===== src/rtl/irqc_pkg.sv =====
package irqc_pkg;
  localparam int NUM_PCI_LINES = 32;
  localparam int LINES_PER_MAP = 4;
  localparam int NUM_OB_LINES  = 32;
  localparam int ADDR_W        = 16;
  localparam int DATA_W        = 32;

  localparam int NUM_PCI_MAPS = NUM_PCI_LINES / LINES_PER_MAP;
  localparam int NUM_MAPS     = NUM_PCI_MAPS + NUM_OB_LINES;
  localparam int NUM_SRC      = NUM_PCI_LINES + NUM_OB_LINES;
  localparam int SRC_W        = $clog2(NUM_SRC) + 1;
  localparam int MAP_W        = $clog2(NUM_MAPS);
  localparam int GRP_W        = $clog2(NUM_PCI_MAPS);
  localparam int OB_W         = $clog2(NUM_OB_LINES);
  localparam int ENABLE_BIT   = 31;

  // index one past the last source marks "no request pending"
  localparam logic [SRC_W-1:0] SRC_NONE = SRC_W'(NUM_SRC);

  localparam int MAP_STRIDE_LOG    = 3;
  localparam int PCI_CLR_STRIDE_LOG = 5;
  localparam int OB_CLR_STRIDE_LOG  = 3;

  localparam logic [ADDR_W-1:0] PCI_MAP_BASE = 16'h0C00;
  localparam logic [ADDR_W-1:0] OB_MAP_BASE  = 16'h1000;
  localparam logic [ADDR_W-1:0] PCI_CLR_BASE = 16'h1400;
  localparam logic [ADDR_W-1:0] OB_CLR_BASE  = 16'h1800;

  localparam logic [10:0] ROUTE_TAG  = 11'h7C0;
  localparam logic [10:0] OB_TAG_OFS = 11'h020;

  typedef struct packed {
    logic             mapWr;
    logic [MAP_W-1:0] mapIdx;
    logic             mapEn;
    logic             pciClr;
    logic [GRP_W-1:0] pciGrp;
    logic             obClr;
    logic [OB_W-1:0]  obIdx;
  } ctrlStrobeT;

  function automatic logic [30:0] mapLowBits(input logic [MAP_W-1:0] idx);
    if (int'(idx) < NUM_PCI_MAPS)
      return 31'(ROUTE_TAG) | 31'(int'(idx) * LINES_PER_MAP);
    return 31'(ROUTE_TAG) + 31'(OB_TAG_OFS) + 31'(int'(idx) - NUM_PCI_MAPS);
  endfunction

  function automatic logic [MAP_W-1:0] srcToMap(input logic [SRC_W-1:0] src);
    if (int'(src) < NUM_PCI_LINES)
      return MAP_W'(int'(src) / LINES_PER_MAP);
    return MAP_W'(int'(src) - NUM_PCI_LINES + NUM_PCI_MAPS);
  endfunction
endpackage


===== src/rtl/irqc_ctrl.sv =====
module irqc_ctrl
  import irqc_pkg::*;
(
  input  logic [ADDR_W-1:0]   busAddr,
  input  logic                busWrEn,
  input  logic [DATA_W-1:0]   busWrData,
  input  logic [NUM_MAPS-1:0] mapEnable,
  output ctrlStrobeT          strobe,
  output logic [DATA_W-1:0]   busRdData
);
  localparam logic [ADDR_W-1:0] PCI_MAP_SPAN = ADDR_W'(NUM_PCI_MAPS << MAP_STRIDE_LOG);
  localparam logic [ADDR_W-1:0] OB_MAP_SPAN  = ADDR_W'(NUM_OB_LINES << MAP_STRIDE_LOG);
  localparam logic [ADDR_W-1:0] PCI_CLR_SPAN = ADDR_W'(NUM_PCI_MAPS << PCI_CLR_STRIDE_LOG);
  localparam logic [ADDR_W-1:0] OB_CLR_SPAN  = ADDR_W'(NUM_OB_LINES << OB_CLR_STRIDE_LOG);

  logic [ADDR_W-1:0] pciMapOfs, obMapOfs, pciClrOfs, obClrOfs;
  logic hitPciMap, hitObMap, hitPciClr, hitObClr, upperWord, liveWr;
  logic [MAP_W-1:0] mapFlat;
  logic unusedDataBits;

  assign pciMapOfs = busAddr - PCI_MAP_BASE;
  assign obMapOfs  = busAddr - OB_MAP_BASE;
  assign pciClrOfs = busAddr - PCI_CLR_BASE;
  assign obClrOfs  = busAddr - OB_CLR_BASE;

  assign hitPciMap = pciMapOfs < PCI_MAP_SPAN;
  assign hitObMap  = obMapOfs  < OB_MAP_SPAN;
  assign hitPciClr = pciClrOfs < PCI_CLR_SPAN;
  assign hitObClr  = obClrOfs  < OB_CLR_SPAN;
  assign upperWord = busAddr[2];
  assign liveWr    = busWrEn & upperWord;

  assign mapFlat = hitPciMap ? MAP_W'(pciMapOfs[MAP_STRIDE_LOG +: GRP_W])
                             : MAP_W'(NUM_PCI_MAPS) + MAP_W'(obMapOfs[MAP_STRIDE_LOG +: OB_W]);

  always_comb begin
    strobe        = '0;
    strobe.mapWr  = liveWr & (hitPciMap | hitObMap);
    strobe.mapIdx = mapFlat;
    strobe.mapEn  = busWrData[ENABLE_BIT];
    strobe.pciClr = liveWr & hitPciClr;
    strobe.pciGrp = pciClrOfs[PCI_CLR_STRIDE_LOG +: GRP_W];
    strobe.obClr  = liveWr & hitObClr;
    strobe.obIdx  = obClrOfs[OB_CLR_STRIDE_LOG +: OB_W];
  end

  always_comb begin
    busRdData = '0;
    if (upperWord && (hitPciMap || hitObMap))
      busRdData = {mapEnable[mapFlat], mapLowBits(mapFlat)};
  end

  assign unusedDataBits = ^busWrData[ENABLE_BIT-1:0];
endmodule


===== src/rtl/irqc_datapath.sv =====
module irqc_datapath
  import irqc_pkg::*;
(
  input  logic                clk,
  input  logic                rstN,
  input  logic [NUM_SRC-1:0]  irqIn,
  input  ctrlStrobeT          strobe,
  output logic [NUM_MAPS-1:0] mapEnable,
  output logic [SRC_W-1:0]    pendIdx
);
  localparam logic [NUM_SRC-1:0] PCI_MASK =
    {{NUM_OB_LINES{1'b0}}, {NUM_PCI_LINES{1'b1}}};

  logic [NUM_MAPS-1:0] mapEnQ, mapEnNext;
  logic [NUM_SRC-1:0]  levelQ, srcEnabled, riseVec, activeEn, pciRiseEn, obRiseEn;
  logic [SRC_W-1:0]    pendQ, curIdx;
  logic                rescan;

  function automatic logic [SRC_W-1:0] lowestSet(input logic [NUM_SRC-1:0] vec);
    lowestSet = SRC_NONE;
    for (int k = NUM_SRC - 1; k >= 0; k--)
      if (vec[k]) lowestSet = SRC_W'(k);
  endfunction

  always_comb begin
    mapEnNext = mapEnQ;
    if (strobe.mapWr) mapEnNext[strobe.mapIdx] = strobe.mapEn;
  end

  for (genvar k = 0; k < NUM_SRC; k++) begin : g_route
    assign srcEnabled[k] = mapEnNext[srcToMap(SRC_W'(k))];
  end

  assign riseVec   = irqIn & ~levelQ;
  assign activeEn  = irqIn & srcEnabled;
  assign pciRiseEn = riseVec & srcEnabled & PCI_MASK;
  assign obRiseEn  = riseVec & srcEnabled & ~PCI_MASK;

  always_comb begin
    curIdx = pendQ;
    rescan = 1'b0;
    if (strobe.mapWr) begin
      rescan = 1'b1;
      if (!strobe.mapEn && curIdx != SRC_NONE && srcToMap(curIdx) == strobe.mapIdx)
        curIdx = SRC_NONE;
    end
    if (strobe.pciClr && int'(curIdx) < NUM_PCI_LINES &&
        int'(curIdx) / LINES_PER_MAP == int'(strobe.pciGrp)) begin
      curIdx = SRC_NONE;
      rescan = 1'b1;
    end
    if (strobe.obClr && curIdx == SRC_W'(NUM_PCI_LINES + int'(strobe.obIdx))) begin
      curIdx = SRC_NONE;
      rescan = 1'b1;
    end
    if (rescan && curIdx == SRC_NONE)
      curIdx = lowestSet(activeEn);
    if (|pciRiseEn)
      curIdx = lowestSet(pciRiseEn);
    else if (|obRiseEn && curIdx == SRC_NONE)
      curIdx = lowestSet(obRiseEn);
  end

  always_ff @(posedge clk or negedge rstN) begin
    if (!rstN) begin
      mapEnQ <= '0;
      levelQ <= '0;
      pendQ  <= SRC_NONE;
    end else begin
      mapEnQ <= mapEnNext;
      levelQ <= irqIn;
      pendQ  <= curIdx;
    end
  end

  assign mapEnable = mapEnQ;
  assign pendIdx   = pendQ;
endmodule


===== src/rtl/irq_concentrator.sv =====
module irq_concentrator
  import irqc_pkg::*;
(
  input  logic               clk,
  input  logic               rstN,
  input  logic [NUM_SRC-1:0] irqIn,
  input  logic [ADDR_W-1:0]  busAddr,
  input  logic               busWrEn,
  input  logic [DATA_W-1:0]  busWrData,
  output logic [DATA_W-1:0]  busRdData,
  output logic [NUM_SRC-1:0] irqVecOut
);
  ctrlStrobeT          strobe;
  logic [NUM_MAPS-1:0] mapEnable;
  logic [SRC_W-1:0]    pendIdx;

  irqc_ctrl ctrl_i (
    .busAddr   (busAddr),
    .busWrEn   (busWrEn),
    .busWrData (busWrData),
    .mapEnable (mapEnable),
    .strobe    (strobe),
    .busRdData (busRdData)
  );

  irqc_datapath dp_i (
    .clk       (clk),
    .rstN      (rstN),
    .irqIn     (irqIn),
    .strobe    (strobe),
    .mapEnable (mapEnable),
    .pendIdx   (pendIdx)
  );

  for (genvar k = 0; k < NUM_SRC; k++) begin : g_vec
    assign irqVecOut[k] = (pendIdx == SRC_W'(k));
  end
endmodule


===== config.mk =====
export PLATFORM = sky130hd
export DESIGN_NAME = irq_concentrator
export DESIGN_NICKNAME = d
export VERILOG_FILES = /design/src/rtl/irqc_pkg.sv /design/src/rtl/irqc_ctrl.sv /design/src/rtl/irqc_datapath.sv /design/src/rtl/irq_concentrator.sv
export SDC_FILE = /design/constraint.sdc
export NUM_CORES = 1
export LEC_CHECK = 0
export ABC_AREA = 1
export BUFFER_PORTS_ARGS = -buffer_cell sky130_fd_sc_hd__buf_2
export CORE_MARGIN = 2
export CORE_UTILIZATION = 40
export CTS_BUF_LIST = sky130_fd_sc_hd__clkbuf_4 sky130_fd_sc_hd__clkbuf_8 sky130_fd_sc_hd__clkbuf_16
export DETAILED_ROUTE_END_ITERATION = 8
export PLACE_DENSITY = 0.68
export SLEW_MARGIN = 0
export SYNTH_ARGS = -nofsm -noshare
export SYNTH_HDL_FRONTEND = slang
export SYNTH_HIERARCHICAL = 1
export SYNTH_SLANG_ARGS = --single-unit

===== constraint.sdc =====
create_clock -name clk -period 8.2 [get_ports clk]
set_input_delay 0.41 -clock clk [delete_from_list [all_inputs] [get_ports clk]]
set_output_delay 0.41 -clock clk [all_outputs]
set_load 0.02 [all_outputs]

==> run summary <==
Dividing total power by cell area gives a power density of 146 nW/µm². The worst endpoint data arrival time came out at 6540 ps. The H-tree generated during clock tree synthesis spans 3 levels.

After synthesis, the netlist uses 54 different library cells. The design draws 1.31 mW. Post-detailed-route count of antenna-violating nets: 0. The root buffer cell chosen for the clock tree is clkbuf_16. In the final layout, flip-flops and latches occupy 2780 µm². In this run the register-to-register setup slack is 3070 ps. For the number of antenna violations at the first check in global routing, the log shows 0. The die area was 20,700 µm²; the number of setup violations in the final report was 0. For this configuration, the core starts out at a cell density of 40.5%. The first-pass GRT wire length was 33,900 µm. The top cell types in the final layout, fill and taps aside, are 369 x nand2_1, 216 x nor2_1, 157 x buf_2. The pin count of the biggest net entering global routing is 81, and the filler cell count is 2,015. For the worst setup path, the data required time is 8430 ps.

The first-iteration detailed-routing DRC count is 520, and the total global-route track usage is 20.7%. The path class of the tightest hold or removal check is in2reg. The switching component of the power is 0.436 mW, and the reported leakage power is 5.09 nW. Of the cells placed in the final design, the portion with a size suffix greater than 1 is 21.2%. The diode insertion count for antenna repair was 0.

The critical path is of the in2reg type. The run gives 0.0000876 V as the peak supply drop. The number of placed instances, taps included is 1,534.

Routability-driven placement finished with a final weighted congestion of 0.869. The number of remaining DRC errors came out at 0. The tools report the number of synthesis warnings as 6. The via count of the first global-routing pass was 6,955; the via count of the routed design was 7,653.

From synthesis to final layout, the design area changed by 14.4%. The tool flagged a number of max-cap violations equal to 0. Before CTS, the worst setup slack after placement is 1620 ps. The switching part of the total power was 33.3%; the clock network fraction of total power was 32.6%. The standard cell core area is 19,300 µm². In this run the most critical hold path is launched from irqIn[55].

The flip-flop and latch count after synthesis is 111, and the total clock buffers created by CTS is 9. At the pin with the least slew margin, the transition time is 1010 ps. After clock tree synthesis, the clock-pin slew on the worst setup and hold paths is 80 ps.

Setup repair after global routing left no endpoint under its margin. Max-slew headroom at the worst pin: 32.7%. After layout, the worst path uses 76.9% of the clock period. For the total negative setup slack, the log shows 0 ps.

The count of cells in the finished layout, fillers not included, comes to 1,551. TritonCTS built the clock tree. The worst flop-to-flop path startpoint is dp_i/pendIdx[3]. Across the routed clock network, the largest skew measured is 8.24 ps. The clock latency on the worst-skew pair came out at 360 ps. The cell with the largest stage delay on the worst path is nor2_1. The run gives 45.4% as the sequential share of power.

The delay of the slowest critical-path stage is 550 ps, and the y dimension of the die is 144 µm. The tools report the post-route worst setup slack as 1890 ps. The overall overflow remaining after global route is 0, and the area of the multi-input gates is 4410 µm². Type of element capturing the critical path: a flip-flop. The floorplan has 51 rows. The mapped netlist covers 7830 µm². Combinational logic burns 22.0% of the power. Along the worst path, the maximum fanout reaches 8.

The highest achievable clock rate was 159 MHz. CTS saw 111 sinks. Dividing the detail-routed wire length by the instance count gives 14.0 µm. The utilization after layout is 46.3%. Among the stages of the critical path, the cell type that occurs most often is nand2_1.

The post-detailed-route via-to-cell ratio is 4.93, and the count of pins over their slew limit is 0. The most frequent standard cell in the layout excluding fill and tap cells is nand2_1. The final-report hold violation count is 0, and the final layout net count is 1,406.

In this run the mean area of a mapped cell was 6.85 µm². Cell internal power was estimated by the tool at 0.873 mW. The run gives 2 as the maximum buffer depth of the clock tree. After layout, the minimum clock period comes to 6310 ps.

Once detailed placement completed, the half-perimeter wirelength came to 17,100 µm. Synthesis produced a netlist whose cell count is 1,142. The number of search-and-repair iterations in the first detailed-routing pass is 5, and the width of the chip is 144 µm. The flow ran to the end, and the final reports show no timing, DRC or antenna violations. Summing the sequential cell areas from Yosys gives 35.5% of the chip area. Pin placement for this block handled 211 I/O pins. The critical path starts at busAddr[6]. STA classifies the critical path startpoint as an input pin. Gates resized during post-CTS repair numbered 0. Buffers placed on the I/O ports in this run total 158. Summed over all layers, the routed wires come to 21,700 µm.
==> per-stage QoR <==
step,hold WS [ps],cell area [µm²]
finish,166,8950
detailed placement,374,8660
global placement,368,8660
floorplan,114,7890
CTS,153,8950
global route,159,8950
==> area by class of cell <==
| class | instances | area share, % |
|---|---|---|
| Tap cell | 265 | 3.70 |
| Clock buffer | 11 | 2.75 |
| Timing Repair Buffer | 161 | 9.14 |
| Multi-Input combinational cell | 911 | 49.3 |
| Clock inverter | 5 | 0.433 |
| Inverter | 87 | 3.65 |
| Sequential cell | 111 | 31.0 |
==> repair_timing <==
action / in CTS / in global routing
hold buffers: 1 / 0
hold endpoints to repair: 31 / 0
setup buffers: 0 / 0
==> power groups by stage <==
stage | Sequential (mW) | Clock [mW] | Combinational (mW)
final | 0.595 | 0.427 | 0.288
after detailed placement | 0.606 | 0 | 0.286
after global placement | 0.605 | 0 | 0.282
after global routing | 0.598 | 0.459 | 0.321
after floorplan | 0.598 | 0 | 0.209
after CTS | 0.595 | 0.440 | 0.287
==> metal layers <==
| layer | track usage, % | part of all wire [%] |
|---|---|---|
| met1 | 27.3 | 46 |
| met2 | 36.0 | 47 |
| met3 | 2.60 | 5.3 |
| met4 | 5.57 | 1.6 |
| met5 | 0 | 0 |
==> path summary, 6_finish.rpt <==
check | end | depth (start not counted)
worst max-delay path | dp_i/pendIdx[2] | 80
worst min-delay path | dp_i/levelQ[55] | 1
worst max register to register | dp_i/pendIdx[0] | 21
worst min register to register | dp_i/mapEnable[10] | 2
max in group asynchronous | dp_i/levelQ[18] | 3
min in group asynchronous | dp_i/levelQ[54] | 2
==> logic make-up (layout without fill, tap and decap cells) <==
kind of cell	count (synthesis)	count (layout)	share of synthesized area, %
adder cells (fa/ha/maj)	10	10	1.60
other	1	19	0.0479
buffers and inverters	138	264	8.94
multiplexers	19	19	2.43
AO/OA/AOI/OAI	124	124	10.0
AND/OR/NAND/NOR	733	733	40.8
XOR/XNOR	6	6	0.672
flip-flops	111	111	35.5
==> critical path: cells and delay by family <==
family          cells  cell delay, ps
compound gates      1              70
fa+ha+maj           1             200
buf+inv             2             420
simple gates       76            5390
==> Yosys cell counts, drive strengths merged <==
library cell | number | area, µm²
o22ai | 11 | 68.8
a2111oi | 4 | 37.5
a211oi | 3 | 22.5
a211o | 1 | 8.76
nor4 | 4 | 25.0
dfstp | 1 | 26.3
o21a | 9 | 67.6
nor2 | 228 | 916
clkbuf | 3 | 11.3
mux2i | 19 | 190
nand3 | 63 | 373
nand2 | 383 | 1490
xnor2 | 3 | 26.3
a2111o | 1 | 11.3
xor2 | 3 | 26.3
nor4b | 1 | 23.8
o22a | 4 | 35.0
inv | 86 | 323
a32o | 2 | 20.0
o2111ai | 1 | 8.76
or2 | 31 | 196
o21bai | 3 | 26.3
o221ai | 1 | 8.76
o211ai | 1 | 7.51
dfrtp | 110 | 2750
o31ai | 6 | 45.0
a21oi | 32 | 175
a31oi | 6 | 37.5
conb | 1 | 3.75
buf | 48 | 362
nor3 | 7 | 55.1
clkinv | 1 | 3.75
o21ai | 39 | 203
ha | 10 | 125
nand4 | 14 | 100
nand3b | 2 | 15.0
==> flip-flops by register name, indices dropped and copies added (netlist names) <==
register	flops
dp_i/mapEnable	40
dp_i/levelQ	64
dp_i/pendIdx	7
(Power assumes the default switching activity.)
